`config.mk`:
```
export PLATFORM = sky130hd
export DESIGN_NAME = mode_seq
export DESIGN_NICKNAME = d
export VERILOG_FILES = /design/src/rtl/mode_seq_pkg.sv /design/src/rtl/strobe_timer.sv /design/src/rtl/unlock_seq.sv /design/src/rtl/mode_decode.sv /design/src/rtl/mode_seq.sv
export SDC_FILE = /design/constraint.sdc
export NUM_CORES = 1
export LEC_CHECK = 0
export ABC_AREA = 1
export ABC_CLOCK_PERIOD_IN_PS = 3550
export BUFFER_PORTS_ARGS = -buffer_cell sky130_fd_sc_hd__buf_2
export CAP_MARGIN = 40
export CORE_MARGIN = 3
export CORE_UTILIZATION = 57
export DETAILED_ROUTE_END_ITERATION = 10
export PLACE_DENSITY = 0.81
export SLEW_MARGIN = 0
export SYNTH_ARGS = -nofsm -noshare
export SYNTH_HDL_FRONTEND = slang
export SYNTH_SLANG_ARGS = --single-unit
```
`constraint.sdc`:
```
create_clock -name clk -period 3.55 [get_ports clk]
set_input_delay 0.71 -clock clk [delete_from_list [all_inputs] [get_ports clk]]
set_output_delay 0.71 -clock clk [all_outputs]
set_load 0.005 [all_outputs]
```
`src/rtl/mode_seq_pkg.sv`:
```
// Shared mode encoding for the erase/program mode sequencer.
// Assumes a 3-bit mode bus read by neighbouring array control logic.
package mode_seq_pkg;
    typedef enum logic [2:0] {
        MD_READ      = 3'd0,
        MD_STANDBY   = 3'd1,
        MD_LATCH     = 3'd2,
        MD_OUTOFF    = 3'd3,
        MD_IDENT     = 3'd4,
        MD_WRITE     = 3'd5,
        MD_ERASE_VFY = 3'd6,
        MD_PROG_VFY  = 3'd7
    } dev_mode_t;
endpackage

```
`src/rtl/strobe_timer.sv`:
```
// Strobe edge detector and high-time counter.
// Counts microsecond ticks while the strobe stays high. The count
// restarts on a rising edge and saturates at MAX_US. The width is
// stable when the fall is flagged, and the consumer reads it there.
module strobe_timer #(
    parameter int MAX_US = 100000,
    localparam int CW = $clog2(MAX_US + 1)
) (
    input  logic          clk,
    input  logic          rst_n,
    input  logic          strobe,
    input  logic          us_tick,
    output logic          fall,
    output logic [CW-1:0] width
);
    localparam logic [CW-1:0] SAT = CW'(MAX_US);

    logic          strobe_q;
    logic [CW-1:0] cnt_q;
    logic          rise;

    assign rise  = strobe && !strobe_q;
    assign fall  = !strobe && strobe_q;
    assign width = cnt_q;

    // Previous strobe sample for edge detection.
    always_ff @(posedge clk) begin
        if (!rst_n) strobe_q <= 1'b0;
        else        strobe_q <= strobe;
    end

    // Tick counter over the current high phase.
    always_ff @(posedge clk) begin
        if (!rst_n)                                cnt_q <= '0;
        else if (rise)                             cnt_q <= '0;
        else if (strobe && us_tick && cnt_q < SAT) cnt_q <= cnt_q + 1'b1;
    end
endmodule

```
`src/rtl/unlock_seq.sv`:
```
// Two-step unlock tracker for the command route to erase.
// Each write is offered as wr_fire with its address, data and width.
// A write that matches the expected next command is absorbed (it is
// not programmed); it advances only if it was held long enough.
// Any other write, or a short one, returns the tracker to the start.
module unlock_seq #(
    parameter int AW = 16,
    parameter int DW = 8,
    parameter int CW = 17,
    parameter int SHORT_US = 50,
    parameter int LONG_US = 100000,
    parameter logic [AW-1:0] STEP1_ADDR = 16'h5555,
    parameter logic [DW-1:0] STEP1_DATA = 8'hAA,
    parameter logic [AW-1:0] STEP2_ADDR = 16'h2AAA,
    parameter logic [DW-1:0] STEP2_DATA = 8'h10
) (
    input  logic          clk,
    input  logic          rst_n,
    input  logic          wr_fire,
    input  logic          clear,
    input  logic [AW-1:0] addr,
    input  logic [DW-1:0] data,
    input  logic [CW-1:0] width,
    output logic          absorb,
    output logic          cmd_erase
);
    localparam logic [CW-1:0] SHORT_W = CW'(SHORT_US);
    localparam logic [CW-1:0] LONG_W  = CW'(LONG_US);

    logic armed_q;
    logic want1, want2, ok1, ok2;

    // Match the write against the step currently expected.
    always_comb begin
        want1     = !armed_q && (addr == STEP1_ADDR) && (data == STEP1_DATA);
        want2     =  armed_q && (addr == STEP2_ADDR) && (data == STEP2_DATA);
        ok1       = want1 && (width >= SHORT_W);
        ok2       = want2 && (width >= LONG_W);
        absorb    = wr_fire && (want1 || want2);
        cmd_erase = wr_fire && ok2;
    end

    // Step state: armed only after a good first command.
    always_ff @(posedge clk) begin
        if (!rst_n)       armed_q <= 1'b0;
        else if (clear)   armed_q <= 1'b0;
        else if (wr_fire) armed_q <= ok1;
    end
endmodule

```
`src/rtl/mode_decode.sv`:
```
// Combinational decode of the pin-level mode, before verify hold.
// Assumes oe_hv dominates oe_n, since the pin is then far above logic high.
module mode_decode
    import mode_seq_pkg::*;
(
    input  logic      strobe,
    input  logic      oe_n,
    input  logic      oe_hv,
    input  logic      a9_hv,
    output dev_mode_t base
);
    // Priority: high voltage, strobe, output enable, identifier.
    always_comb begin
        if (oe_hv)       base = strobe ? MD_WRITE : MD_OUTOFF;
        else if (strobe) base = oe_n ? MD_STANDBY : MD_LATCH;
        else if (!oe_n)  base = a9_hv ? MD_IDENT : MD_READ;
        else             base = MD_OUTOFF;
    end
endmodule

```
`src/rtl/mode_seq.sv`:
```
// Top of the erase/program mode sequencer.
// Operations are decided on the strobe's falling edge. Outputs are
// registered, so they appear one clock after the deciding sample.
// A completed erase or program holds a verify mode until rst_n.
// Assumes AW >= 12, because address bits 8, 10 and 11 select direct erase.
module mode_seq
    import mode_seq_pkg::*;
#(
    parameter int AW = 16,
    parameter int DW = 8,
    parameter int SHORT_US = 50,
    parameter int LONG_US = 100000,
    parameter logic [DW-1:0] ID_MAKER = 8'hDA,
    parameter logic [DW-1:0] ID_PART  = 8'h1F,
    localparam int CW = $clog2(LONG_US + 1)
) (
    input  logic          clk,
    input  logic          rst_n,
    input  logic          us_tick,
    input  logic          strobe,
    input  logic          oe_n,
    input  logic          oe_hv,
    input  logic          a9_hv,
    input  logic [AW-1:0] addr,
    input  logic [DW-1:0] din,
    output logic [2:0]    mode,
    output logic          drive_en,
    output logic [DW-1:0] id_byte,
    output logic          erase_pulse,
    output logic          prog_pulse,
    output logic [AW-1:0] prog_addr,
    output logic [DW-1:0] prog_data
);
    logic          fall;
    logic [CW-1:0] width;
    logic          direct_erase, wr_fire, absorb, cmd_erase;
    logic          do_erase, do_prog;
    dev_mode_t     base;
    dev_mode_t     mode_q, vfy_q;
    logic          hold_q;

    strobe_timer #(.MAX_US(LONG_US)) u_timer (
        .clk(clk), .rst_n(rst_n), .strobe(strobe), .us_tick(us_tick),
        .fall(fall), .width(width)
    );

    unlock_seq #(
        .AW(AW), .DW(DW), .CW(CW), .SHORT_US(SHORT_US), .LONG_US(LONG_US)
    ) u_unlock (
        .clk(clk), .rst_n(rst_n), .wr_fire(wr_fire), .clear(direct_erase),
        .addr(addr), .data(din), .width(width),
        .absorb(absorb), .cmd_erase(cmd_erase)
    );

    mode_decode u_dec (
        .strobe(strobe), .oe_n(oe_n), .oe_hv(oe_hv), .a9_hv(a9_hv), .base(base)
    );

    // Classify the operation launched by this strobe fall.
    always_comb begin
        direct_erase = fall && oe_hv && a9_hv && addr[10] && !addr[11] && !addr[8];
        wr_fire      = fall && oe_hv && !direct_erase;
        do_erase     = direct_erase || cmd_erase;
        do_prog      = wr_fire && !absorb;
    end

    // Verify hold: set by any operation, left only through reset.
    always_ff @(posedge clk) begin
        if (!rst_n) begin
            hold_q <= 1'b0;
            vfy_q  <= MD_ERASE_VFY;
        end else if (do_erase) begin
            hold_q <= 1'b1;
            vfy_q  <= MD_ERASE_VFY;
        end else if (do_prog) begin
            hold_q <= 1'b1;
            vfy_q  <= MD_PROG_VFY;
        end
    end

    // Registered mode report.
    always_ff @(posedge clk) begin
        if (!rst_n)        mode_q <= MD_STANDBY;
        else if (do_erase) mode_q <= MD_ERASE_VFY;
        else if (do_prog)  mode_q <= MD_PROG_VFY;
        else if (hold_q)   mode_q <= vfy_q;
        else               mode_q <= base;
    end

    // Output driver enable and identifier byte.
    always_ff @(posedge clk) begin
        if (!rst_n) begin
            drive_en <= 1'b0;
            id_byte  <= '0;
        end else begin
            drive_en <= !strobe && !oe_n && !oe_hv;
            if (!hold_q && base == MD_IDENT) id_byte <= addr[8] ? ID_PART : ID_MAKER;
            else                             id_byte <= '0;
        end
    end

    // Array strobes and the captured program target.
    always_ff @(posedge clk) begin
        if (!rst_n) begin
            erase_pulse <= 1'b0;
            prog_pulse  <= 1'b0;
            prog_addr   <= '0;
            prog_data   <= '0;
        end else begin
            erase_pulse <= do_erase;
            prog_pulse  <= do_prog;
            if (do_prog) begin
                prog_addr <= addr;
                prog_data <= din;
            end
        end
    end

    assign mode = mode_q;
endmodule

```
# --- Word level (Yosys, flattened, before mapping) ---
# Cells that the tools add are included.
totals:
  ff_bits: 59
  input_bits: 31
  out_inout_bits: 38
  wordCells: 73
classes:
  addsub: 1
  order_cmp: 3
  n_eq_ne: 5
  muxes: 12
  bitwise_logic: 1
  n_reduce_logical: 39
ops:
  columns: ["operator", "count"]
  rows:
  - ["3-bit 2-to-1 mux", 8]
  - ["1-bit logical AND", 22]
  - ["17-bit by 1-bit adder with 17-bit output (second input constant)", 1]
  - ["17-bit >= comparator (second input constant)", 1]
  - ["17-bit by 6-bit >= comparator with 1-bit output (second input constant)", 1]
  - ["17-bit less-than comparator (second input constant)", 1]
  - ["16-bit by 14-bit == test with 1-bit output (second input constant)", 1]
  - ["16-bit by 15-bit == test with 1-bit output (second input constant)", 1]
  - ["1-bit zero test", 10]
  - ["8-bit by 5-bit == test with 1-bit output (second input constant)", 1]
  - ["8-bit == test (second input constant)", 1]
  - ["8-bit 2-to-1 mux", 1]
  - ["2-bit OR reduction", 3]
  - ["3-bit == test (second input constant)", 1]
  - ["1-bit logical OR", 2]
  - ["1-bit 2-to-1 mux", 2]
  - ["2-bit 2-to-1 mux", 1]
  - ["2-bit AND reduction", 1]
  - ["2-bit nonzero test", 1]
  - ["1-bit NOT", 1]

# --- Depth between registers and ports, before layout ---
# Gate-level depths: netlist of the first run.
logic_depth:
  ltp_word: 14
  mapped_depth: 11
  mapped_depth_nobuf: 11

# --- By module ---
# Synthesis of the first run repeated with hierarchy kept, for this count alone.
unflattened:
  cells_unflattened: 494
  area_unflattened_um2: 3001.6
modules_own_cells:
  columns: ["module", "n_inst", "cells_each", "area_each_um2", "seq_area_each_um2"]
  rows:
  - ["mode_seq", 1, 209, 1465.2, 700.7]
  - ["strobe_timer", 1, 169, 1023.5, 360.3]
  - ["unlock_seq", 1, 103, 459.2, 20.0]
  - ["mode_decode", 1, 13, 53.8, 0.0]

# --- Least setup slack after synthesis of the first run ---
# No wires, ideal clock.
synth_path:
  path_type: "input -> register"
  from: "input port addr[11]"
  to: "register prog_addr[0]"
  setup_ps: 58
  arrival_ps: 1567
  required_time_ps: 3492
  path_slack_ps: 1925
  path_stages: 9
  path_buffers: 2
  path_cell_list: "inv_1 -> nand2_1 -> nor3_1 -> nor2_2 -> nand3_2 -> buf_6 -> buf_8 -> nand3_1 -> nand2_1"
synth_via:
  elab_chain_len: 8
  elab_cells_between_ends: 15
  classes_between: "eq/ne: 2; reduce/logical: 13"
synth_rtl:
  columns: ["element", "line", "rtl"]
  rows:
  - ["from (decl)", "mode_seq.sv:24", "input logic [AW-1:0] addr,"]
  - ["branches (longest 7 deep; another with 16-bit by 15-bit == test with 1-bit output)", null, null]
  - ["1-bit logical AND (*)", "mode_seq.sv:64", "do_prog = wr_fire && !absorb;"]
  - ["to (signal assigned)", "mode_seq.sv:113", "prog_addr <= addr;"]
  - ["to (decl)", "mode_seq.sv:31", "output logic [AW-1:0] prog_addr,"]
# Mark *: on every way between the ends.
# A chain may end at the register's enable or synchronous reset.

# --- Worst setup path after layout of the first run ---
layout_path:
  from: "input port strobe"
  to: "register prog_data[4]"
layout_via:
  elab_chain_len: 12
layout_rtl:
  columns: ["element", "line", "rtl"]
  rows:
  - ["from (decl)", "mode_seq.sv:20", "input logic strobe,"]
  - ["1-bit zero test (*)", "strobe_timer.sv:23", "assign fall = !strobe && strobe_q;"]
  - ["1-bit logical AND (*)", "strobe_timer.sv:23", null]
  - ["1-bit logical AND (*)", "mode_seq.sv:61, mode_seq.sv:62", null]
  - ["1-bit logical AND (4 in a row)", "mode_seq.sv:61", "direct_erase = fall && oe_hv && a9_hv && addr[10] && !addr[11] && !addr[8];"]
  - ["1-bit zero test", "mode_seq.sv:62", "wr_fire = fall && oe_hv && !direct_erase;"]
  - ["1-bit logical AND (*)", "mode_seq.sv:62", null]
  - ["1-bit logical AND", "unlock_seq.sv:39", "absorb = wr_fire && (want1 || want2);"]
  - ["1-bit zero test", "mode_seq.sv:64", null]
  - ["1-bit logical AND (*)", "mode_seq.sv:64", null]
  - ["to (signal assigned)", "mode_seq.sv:114", "prog_data <= din;"]
  - ["to (decl)", "mode_seq.sv:32", "output logic [DW-1:0] prog_data"]
# Mark *: on every way between the ends. The rest lies on a longest branch, timed or not.

==> results.sh, run 1 <==
export IMPL_grt_busiest_layer="met1"
export IMPL_grt_pass1_wl_um=9890
export IMPL_ir_drop_mv=0.201
export IMPL_power_internal_mw=0.833
export IMPL_clock_sinks=54
export IMPL_crit_type="in2reg"
export IMPL_p_per_area_nw_per_um2=348
export IMPL_grt_overflow=0
export IMPL_synth_largest_area_cell="dfxtp_1"
export IMPL_crit_path_end_kind="flop"
export IMPL_syn_to_final_growth_pct=14.0
export IMPL_p_clk_frac=0.343
export IMPL_synth_ff_type="dfxtp_1"
export IMPL_synth_top_area_share=0.391
export IMPL_root_buffer="clkbuf_8"
export IMPL_finalNonFillerCells=535
export IMPL_gr_usage_met1=0.329
export IMPL_slew_viol_final=0
export IMPL_postPlaceCellArea_sq_um=3050
export IMPL_ctsHoldBuffers=0
export IMPL_initial_core_util=0.610
export IMPL_power_leakage_nw=1.51
export IMPL_critical_path_arrival_ns=2.20
export IMPL_grt_usage=0.221
export IMPL_wirelength_um=5880
export IMPL_synth_edff_count=0
export IMPL_cp_max_fo=25
export IMPL_outcome="complete, no violations"
export IMPL_hold_class="reg2reg"
export IMPL_cts_setup_buffers=0
export IMPL_wl_per_cell_um=11.0
export IMPL_cts_buffers=5
export IMPL_clkTransAtPathRegs_ns=0.09
export IMPL_fp_coreArea_sq_um=4530
export IMPL_clkLatencyLatePin_ns=0.31
export IMPL_utilization=0.696
export IMPL_insertedDiodeCount=0
export IMPL_period_share=0.547
export IMPL_ant_nets=0
export IMPL_yosysWarnings=0
export IMPL_regArea_sq_um=1080
export IMPL_drc=0
export IMPL_totalNegativeSetupSlack_ns=0
export IMPL_rsz0062_at_grt="false"
export IMPL_avgViaCountPerCell=4.90
export IMPL_io_buffers=67
export IMPL_worst_path_max_delay_cell="nor2_4"
export IMPL_synth_seq_area_share=0.391
export IMPL_h_tree_depth=2
export IMPL_synth_cells=410
export IMPL_critPathLaunchType="primary input"
export IMPL_dpl_hpwl_um=4420
export IMPL_num_rows=24
export IMPL_relSlewSlack=0.590
export IMPL_async_flop_share=0
export IMPL_antenna_found_initial=0
export IMPL_fin_crit_ns=1.94
export IMPL_synth_cell_type_count=33
export IMPL_worst_pin_slew_ns=0.615
export IMPL_fmax_ghz=0.515
export IMPL_comb_power_share=0.091
export IMPL_final_nets=503
export IMPL_cp_cell_sequence="buf_2 -> inv_2 -> nand3_2 -> nor2_2 -> nand3_2 -> nor2_4 -> nand2_1 -> nand2_1"
export IMPL_netlist_area_sq_um=2770
export IMPL_use_met2=0.324
export IMPL_setup_viol=0
export IMPL_drt_pass1_iter_count=4
export IMPL_synth_seq_cells=54
export IMPL_die_area_sq_um=5730
export IMPL_p_seq_frac=0.566
export IMPL_multiInputGateArea_sq_um=1370
export IMPL_grt_use_met3=0.0488
export IMPL_place_congestion=0.931
export IMPL_p_sw_frac=0.243
export IMPL_finClkSkew_ns=0.00446
export IMPL_final_area_sq_um=3160
export IMPL_synth_area_leaders="dfxtp_1, nand2_1, nand3_1"
export IMPL_setup_ws_ns=1.61
export IMPL_cap_viol_max_count=0
export IMPL_io_pins=69
export IMPL_clock_path_buffers=2
export IMPL_place_ws_ns=1.26
export IMPL_syn_avg_cell_area_sq_um=6.75
export IMPL_slowest_delay_ns=0.52
export IMPL_num_fill_cells=404
export IMPL_dp_cells=527
export IMPL_die_x_um=75.7
export IMPL_hold_viol_final=0
export IMPL_first_iter_violations=192
export IMPL_cts_tree="built"
export IMPL_grt_max_degree=32
export IMPL_cp_required_ns=3.81
export IMPL_die_h_um=75.7
export IMPL_grt_pass1_vias=2266
export IMPL_ctsResizeCount=0
export IMPL_syn_nets=444
export IMPL_switchingPower_mw=0.267
export IMPL_drive_above_1_share=0.206
export IMPL_via_count=2622
## cells in the mapped netlist (2+ instances only)
| cell type | instances |
|---|---|
| nand3_1 | 39 |
| nand4_1 | 4 |
| a21oi_1 | 18 |
| buf_6 | 2 |
| nand2_1 | 132 |
| nor3_1 | 7 |
| nand3_2 | 6 |
| o21ai_0 | 8 |
| inv_1 | 43 |
| nor2_2 | 3 |
| ha_1 | 3 |
| nand3b_1 | 4 |
| nor2_4 | 2 |
| dfxtp_1 | 54 |
| buf_4 | 11 |
| inv_2 | 3 |
| nor2_1 | 52 |
| xor2_1 | 4 |
## layout make-up
type | instances | area share
clock buffers | 7 | 0.0305
clock inverters | 1 | 0.00278
inverters | 46 | 0.0547
multi-input cells | 293 | 0.433
flip-flops and latches | 54 | 0.343
well taps | 65 | 0.0258
repair buffers | 69 | 0.111
## cell usage in the layout (no fill, tap or decap), drive strengths merged, types with 3 or more instances in the layout
cell type  synthesis  routed
nand4              4       4
a21oi             19      19
xor2               4       4
inv               46      46
nor2              57      57
buf               16      69
nand3             45      45
dfxtp             54      54
nand3b             4       4
nand2            133     133
o21ai              9       9
clkbuf             1       7
nor3               8       8
ha                 3       3
## path summary, 6_finish.rpt
path / startpoint / end / slack [ns] / depth (start not counted)
max: strobe / prog_data[4] / 1.61 / 8
min: u_timer.width[14] / u_timer.width[14] / 0.47 / 2
max reg2reg: u_timer.width[12] / u_timer.width[0] / 1.82 / 7
min reg2reg: u_timer.width[14] / u_timer.width[14] / 0.47 / 2
## per-layer routing
layer | share of wire | up-vias
met5 | 0 | -
met3 | 0.055 | 7
met1 | 0.51 | 1150
li1 | - | 1394
met2 | 0.42 | 71
met4 | 0.0097 | 0
## logic make-up after synthesis
| group | synth area share |
|---|---|
| AND/OR/NAND/NOR | 0.404 |
| XOR/XNOR | 0.0127 |
| flip-flops | 0.391 |
| adder cells (fa/ha/maj) | 0.0136 |
| AO/OA/AOI/OAI | 0.0615 |
| other | 0.00135 |
| buffers and inverters | 0.116 |
## registers in the layout, indices dropped and copies added (netlist names), 3 cells and up
register and cells:
mode 3, id_byte 3, u_timer.width 17, prog_data 8, prog_addr 16
## stage by stage
step | hold WS (ns) | total power, mW
6_report | 0.468 | 1.10
5_1_grt | 0.484 | 1.15
2_1_floorplan | 0.436 | 0.696
4_1_cts | 0.471 | 1.11
3_3_place_gp | 0.452 | 0.734
3_5_place_dp | 0.457 | 0.735
## power by group through the flow
stage | logic (mW) | clock network [mW] | registers [mW]
6_report | 0.0998 | 0.377 | 0.622
3_5_place_dp | 0.0988 | 0 | 0.637
2_1_floorplan | 0.0585 | 0 | 0.637
5_1_grt | 0.114 | 0.411 | 0.624
4_1_cts | 0.0996 | 0.387 | 0.623
3_3_place_gp | 0.0981 | 0 | 0.636
## critical path: cells and delay by family
kind	cells	cell delay [ns]
buffers and inverters	2	0.22
and+or+nand+nor	6	1.24
Note: power is estimated with default switching activity, not from simulation.
==> run 2, diff against run 1 <==
- ABC_CLOCK_PERIOD_IN_PS: 3550 -> 1800
- CORE_UTILIZATION: 57 -> 53
- PLACE_DENSITY: 0.81 -> 0.76
- clock period: 3.55 -> 1.8 ns (I/O delays scaled with it)
==> results.sh, run 2 (same netlist as run 1, synthesis figures left out) <==
export IMPL_r2r_end="u_timer.width[14]"
export IMPL_die_area_sq_um=6130
export IMPL_power_leakage_nw=1.51
export IMPL_outcome="complete, no violations"
export IMPL_wirelength_um=6050
export IMPL_die_h_um=78.3
export IMPL_ir_drop_mv=0.413
export IMPL_cap_viol_max_count=0
export IMPL_cp_required_ns=2.03
export IMPL_gr_usage_met1=0.280
export IMPL_grt_pass1_wl_um=10300
export IMPL_die_x_um=78.3
export IMPL_clkLatencyLatePin_ns=0.30
export IMPL_grt_max_degree=31
export IMPL_place_ws_ns=0.122
export IMPL_min_from="addr[1]"
export IMPL_clock_sinks=54
export IMPL_wl_per_cell_um=11.2
export IMPL_fmax_ghz=0.632
export IMPL_crit_type="reg2reg"
export IMPL_fp_coreArea_sq_um=4880
export IMPL_worst_pin_slew_ns=0.536
export IMPL_cp_max_fo=5
export IMPL_grt_usage=0.206
export IMPL_clkTransAtPathRegs_ns=0.09
export IMPL_finClkSkew_ns=0.00582
export IMPL_period_share=0.879
export IMPL_power_mw=2.06
export IMPL_reg2reg_setup_slack_ns=0.22
export IMPL_whs_path_depth=3
export IMPL_fin_crit_ns=1.58
export IMPL_hold_viol_final=0
export IMPL_syn_to_final_growth_pct=14.0
export IMPL_largest_reg_flops=17
export IMPL_setup_ws_ns=0.218
export IMPL_initial_core_util=0.567
export IMPL_critical_path_arrival_ns=1.81
export IMPL_r2r_cells=7
export IMPL_num_rows=25
export IMPL_r2r_start="u_timer.width[1]"
export IMPL_critPathLaunchType="flop"
export IMPL_crit_path_end_kind="flop"
export IMPL_hold_class="in2reg"
export IMPL_io_buffers=67
export IMPL_cts_setup_buffers=0
export IMPL_final_common_cell="nand2_1"
export IMPL_grt_overflow=0
export IMPL_grt_pass1_vias=2366
export IMPL_antenna_found_initial=0
export IMPL_final_cell_mix="nand2_1, buf_2, dfxtp_1"
export IMPL_clock_path_buffers=2
export IMPL_avgViaCountPerCell=4.88
export IMPL_grt_use_met3=0.0516
export IMPL_insertedDiodeCount=0
export IMPL_ant_nets=0
export IMPL_place_congestion=0.918
export IMPL_slew_viol_final=0
export IMPL_setup_viol=0
export IMPL_cts_tree="built"
export IMPL_dpl_hpwl_um=4610
export IMPL_rsz0062_at_grt="false"
export IMPL_via_count=2631
export IMPL_h_tree_depth=2
export IMPL_final_nets=506
export IMPL_postPlaceCellArea_sq_um=3080
export IMPL_worstHoldEndpoint="prog_addr[1]"
export IMPL_use_met2=0.326
export IMPL_io_pins=69
export IMPL_drt_pass1_iter_count=4
export IMPL_grt_busiest_layer="met2"
export IMPL_relSlewSlack=0.642
export IMPL_first_iter_violations=131
export IMPL_totalNegativeSetupSlack_ns=0
export IMPL_final_area_sq_um=3150
export IMPL_drc=0
export IMPL_root_buffer="clkbuf_8"
export IMPL_ctsHoldBuffers=0
export IMPL_ctsResizeCount=0
export IMPL_p_per_area_nw_per_um2=653
export IMPL_cts_buffers=5
export IMPL_drive_above_1_share=0.210
## run 2: area by class of cell
cell class / instances / area [sq um]
timing repair buffer: 72 / 373
clock inverter: 2 / 10.0
sequential: 54 / 1080
fill: 481 / 1730
inverter: 46 / 173
tap: 67 / 83.8
clock buffer: 5 / 68.8
multi-input combinational: 293 / 1370
## run 2: worst max-delay path, stage by stage (launching register included)
cell	delay, ns
dfxtp_1	0.40
ha_1	0.24
nand3_1	0.12
nor2_1	0.24
nand3_1	0.16
xor2_1	0.16
nand2_1	0.06
a21oi_1	0.13
## run 2: worst max path at each step
| stage | from | end | slack (ns) | depth (start not counted) |
|---|---|---|---|---|
| after floorplan | u_timer.width[1] | u_timer.width[14] | 0.48 | 7 |
| after global placement | addr[11] | prog_addr[11] | 0.13 | 11 |
| after detailed placement | addr[11] | prog_addr[15] | 0.12 | 11 |
| after CTS | u_timer.width[12] | u_timer.width[12] | 0.22 | 8 |
| after global routing | u_timer.width[12] | u_timer.width[10] | 0.03 | 8 |
| final | u_timer.width[1] | u_timer.width[14] | 0.22 | 7 |
## run 2: where the power goes
| group | switching (mW) | internal [mW] | total (mW) |
|---|---|---|---|
| sequential | 0.0111 | 1.22 | 1.23 |
| clock | 0.369 | 0.262 | 0.631 |
| combinational | 0.125 | 0.0765 | 0.201 |
## run 2: routing by layer
| layer | vias up | part of all wire |
|---|---|---|
| met5 | - | 0 |
| met4 | 0 | 0.0084 |
| met3 | 7 | 0.056 |
| met2 | 60 | 0.44 |
| met1 | 1167 | 0.50 |
| li1 | 1397 | - |
## run 2: metrics by stage
stage,instances,utilization,hold slack [ns]
final,539,0.646,0.265
after global routing,539,0.646,0.259
after detailed placement,532,0.630,0.456
after global placement,532,0.630,0.451
after floorplan,410,-,0.432
after CTS,539,0.646,0.258
==> run 3, diff against run 2 <==
- HOLD_SLACK_MARGIN: default -> 0.03
- REMOVE_ABC_BUFFERS: default -> 1
==> results.sh, run 3 (same netlist as run 1, synthesis figures left out) <==
export IMPL_first_iter_violations=177
export IMPL_io_buffers=67
export IMPL_final_area_sq_um=3180
export IMPL_place_ws_ns=-0.0187
export IMPL_worst_path_max_delay_cell="nor2_4"
export IMPL_grt_max_degree=29
export IMPL_final_common_cell="nand2_1"
export IMPL_hold_viol_final=0
export IMPL_cts_setup_buffers=0
export IMPL_outcome="complete, no violations"
export IMPL_root_buffer="clkbuf_8"
export IMPL_critical_path_arrival_ns=1.86
export IMPL_cp_required_ns=2.06
export IMPL_ctsHoldBuffers=0
export IMPL_antenna_found_initial=0
export IMPL_p_sw_frac=0.253
export IMPL_totalNegativeSetupSlack_ns=0
export IMPL_place_congestion=0.968
export IMPL_crit_path_end_kind="flop"
export IMPL_avgViaCountPerCell=5.03
export IMPL_final_cell_mix="nand2_1, buf_2, dfxtp_1"
export IMPL_fin_crit_ns=1.61
export IMPL_relSlewSlack=0.645
export IMPL_utilization=0.653
export IMPL_num_fill_cells=484
export IMPL_worst_pin_slew_ns=0.531
export IMPL_cts_tree="built"
export IMPL_clock_path_buffers=2
export IMPL_postPlaceCellArea_sq_um=3100
export IMPL_drive_above_1_share=0.214
export IMPL_die_x_um=78.3
export IMPL_setup_ws_ns=0.193
export IMPL_slowest_delay_ns=0.48
export IMPL_drt_pass1_iter_count=4
export IMPL_largest_reg_flops=17
export IMPL_power_leakage_nw=1.53
export IMPL_final_nets=509
export IMPL_wl_per_cell_um=11.6
export IMPL_crit_type="reg2reg"
export IMPL_io_pins=69
export IMPL_grt_overflow=0
export IMPL_hold_class="in2reg"
export IMPL_die_area_sq_um=6130
export IMPL_via_count=2733
export IMPL_grt_usage=0.204
export IMPL_insertedDiodeCount=0
export IMPL_clock_sinks=54
export IMPL_comb_power_share=0.100
export IMPL_dpl_hpwl_um=4910
export IMPL_die_h_um=78.3
export IMPL_cp_max_fo=25
export IMPL_multiInputGateArea_sq_um=1370
export IMPL_cap_viol_max_count=0
export IMPL_finClkSkew_ns=0.00620
export IMPL_power_internal_mw=1.57
export IMPL_initial_core_util=0.567
export IMPL_switchingPower_mw=0.532
export IMPL_p_clk_frac=0.317
export IMPL_grt_pass1_wl_um=10300
export IMPL_clkTransAtPathRegs_ns=0.10
export IMPL_slew_viol_final=0
export IMPL_fp_coreArea_sq_um=4880
export IMPL_crit_buf_inv=0
export IMPL_p_per_area_nw_per_um2=661
export IMPL_num_rows=25
export IMPL_ant_nets=0
export IMPL_cts_buffers=5
export IMPL_p_seq_frac=0.583
export IMPL_setup_viol=0
export IMPL_fmax_ghz=0.622
export IMPL_critPathLaunchType="flop"
export IMPL_syn_to_final_growth_pct=15.1
export IMPL_drc=0
export IMPL_grt_pass1_vias=2341
export IMPL_regArea_sq_um=1080
export IMPL_crit_family="simple AND/OR/NAND/NOR gates"
export IMPL_clkLatencyLatePin_ns=0.31
export IMPL_ctsResizeCount=0
export IMPL_h_tree_depth=2
export IMPL_wirelength_um=6280
export IMPL_period_share=0.893
export IMPL_rsz0062_at_grt="false"
export IMPL_ir_drop_mv=0.371
export IMPL_power_mw=2.10
export IMPL_cp_cell_sequence="nand3_2 -> nor2_2 -> nand3_2 -> nor2_4 -> nand2_1 -> nand2_1"
-- run 3: cell types whose count changed in the layout (fill, tap and decap cells not counted) --
cell	change
buf_4	+3
clkbuf_1	+1
clkinv_2	-1
clkinv_4	+1
-- run 3: final timing paths --
| path | cells after the start | start | slack, ns | to |
|---|---|---|---|---|
| min | 3 | addr[1] | 0.26 | prog_addr[1] |
| max reg2reg | 6 | u_timer.strobe_q | 0.19 | prog_data[7] |
| min reg2reg | 2 | u_timer.width[14] | 0.47 | u_timer.width[14] |
| max | 6 | u_timer.strobe_q | 0.19 | prog_data[7] |
-- run 3: power groups by stage --
| stage | clock (mW) | combinational, mW | sequential [mW] |
|---|---|---|---|
| finish | 0.667 | 0.210 | 1.23 |
| global route | 0.734 | 0.235 | 1.23 |
| CTS | 0.689 | 0.210 | 1.23 |
| detailed placement | 0 | 0.209 | 1.26 |
| global placement | 0 | 0.208 | 1.26 |
| floorplan | 0 | 0.0885 | 1.26 |
-- run 3: through the flow --
step / hold slack, ns / instances
after detailed placement: 0.457 / 535
after floorplan: 0.429 / 393
final: 0.262 / 543
after CTS: 0.254 / 543
after global routing: 0.260 / 543
after global placement: 0.451 / 535
-- run 3: metal layers --
layer | up-vias | global-route usage | wire (um)
li1 | 1412 | - | -
met1 | 1208 | 0.288 | 3070
met2 | 104 | 0.315 | 2620
met3 | 9 | 0.0470 | 508
met4 | 0 | 0.0524 | 89
met5 | - | 0 | 0
-- run 3: area by class of cell --
| type | count | area share |
|---|---|---|
| well taps | 67 | 0.0263 |
| flip-flops and latches | 54 | 0.339 |
| repair buffers | 75 | 0.124 |
| inverters | 46 | 0.0542 |
| clock inverters | 2 | 0.00432 |
| multi-input cells | 293 | 0.429 |
| clock buffers | 6 | 0.0228 |
-- run 3: worst register-to-register path, stage by stage, from the launching register on --
cell     delay [ns]
dfxtp_1        0.36
nand3_2        0.11
nor2_2         0.20
nand3_2        0.22
nor2_4         0.48
nand2_1        0.12
nand2_1        0.08
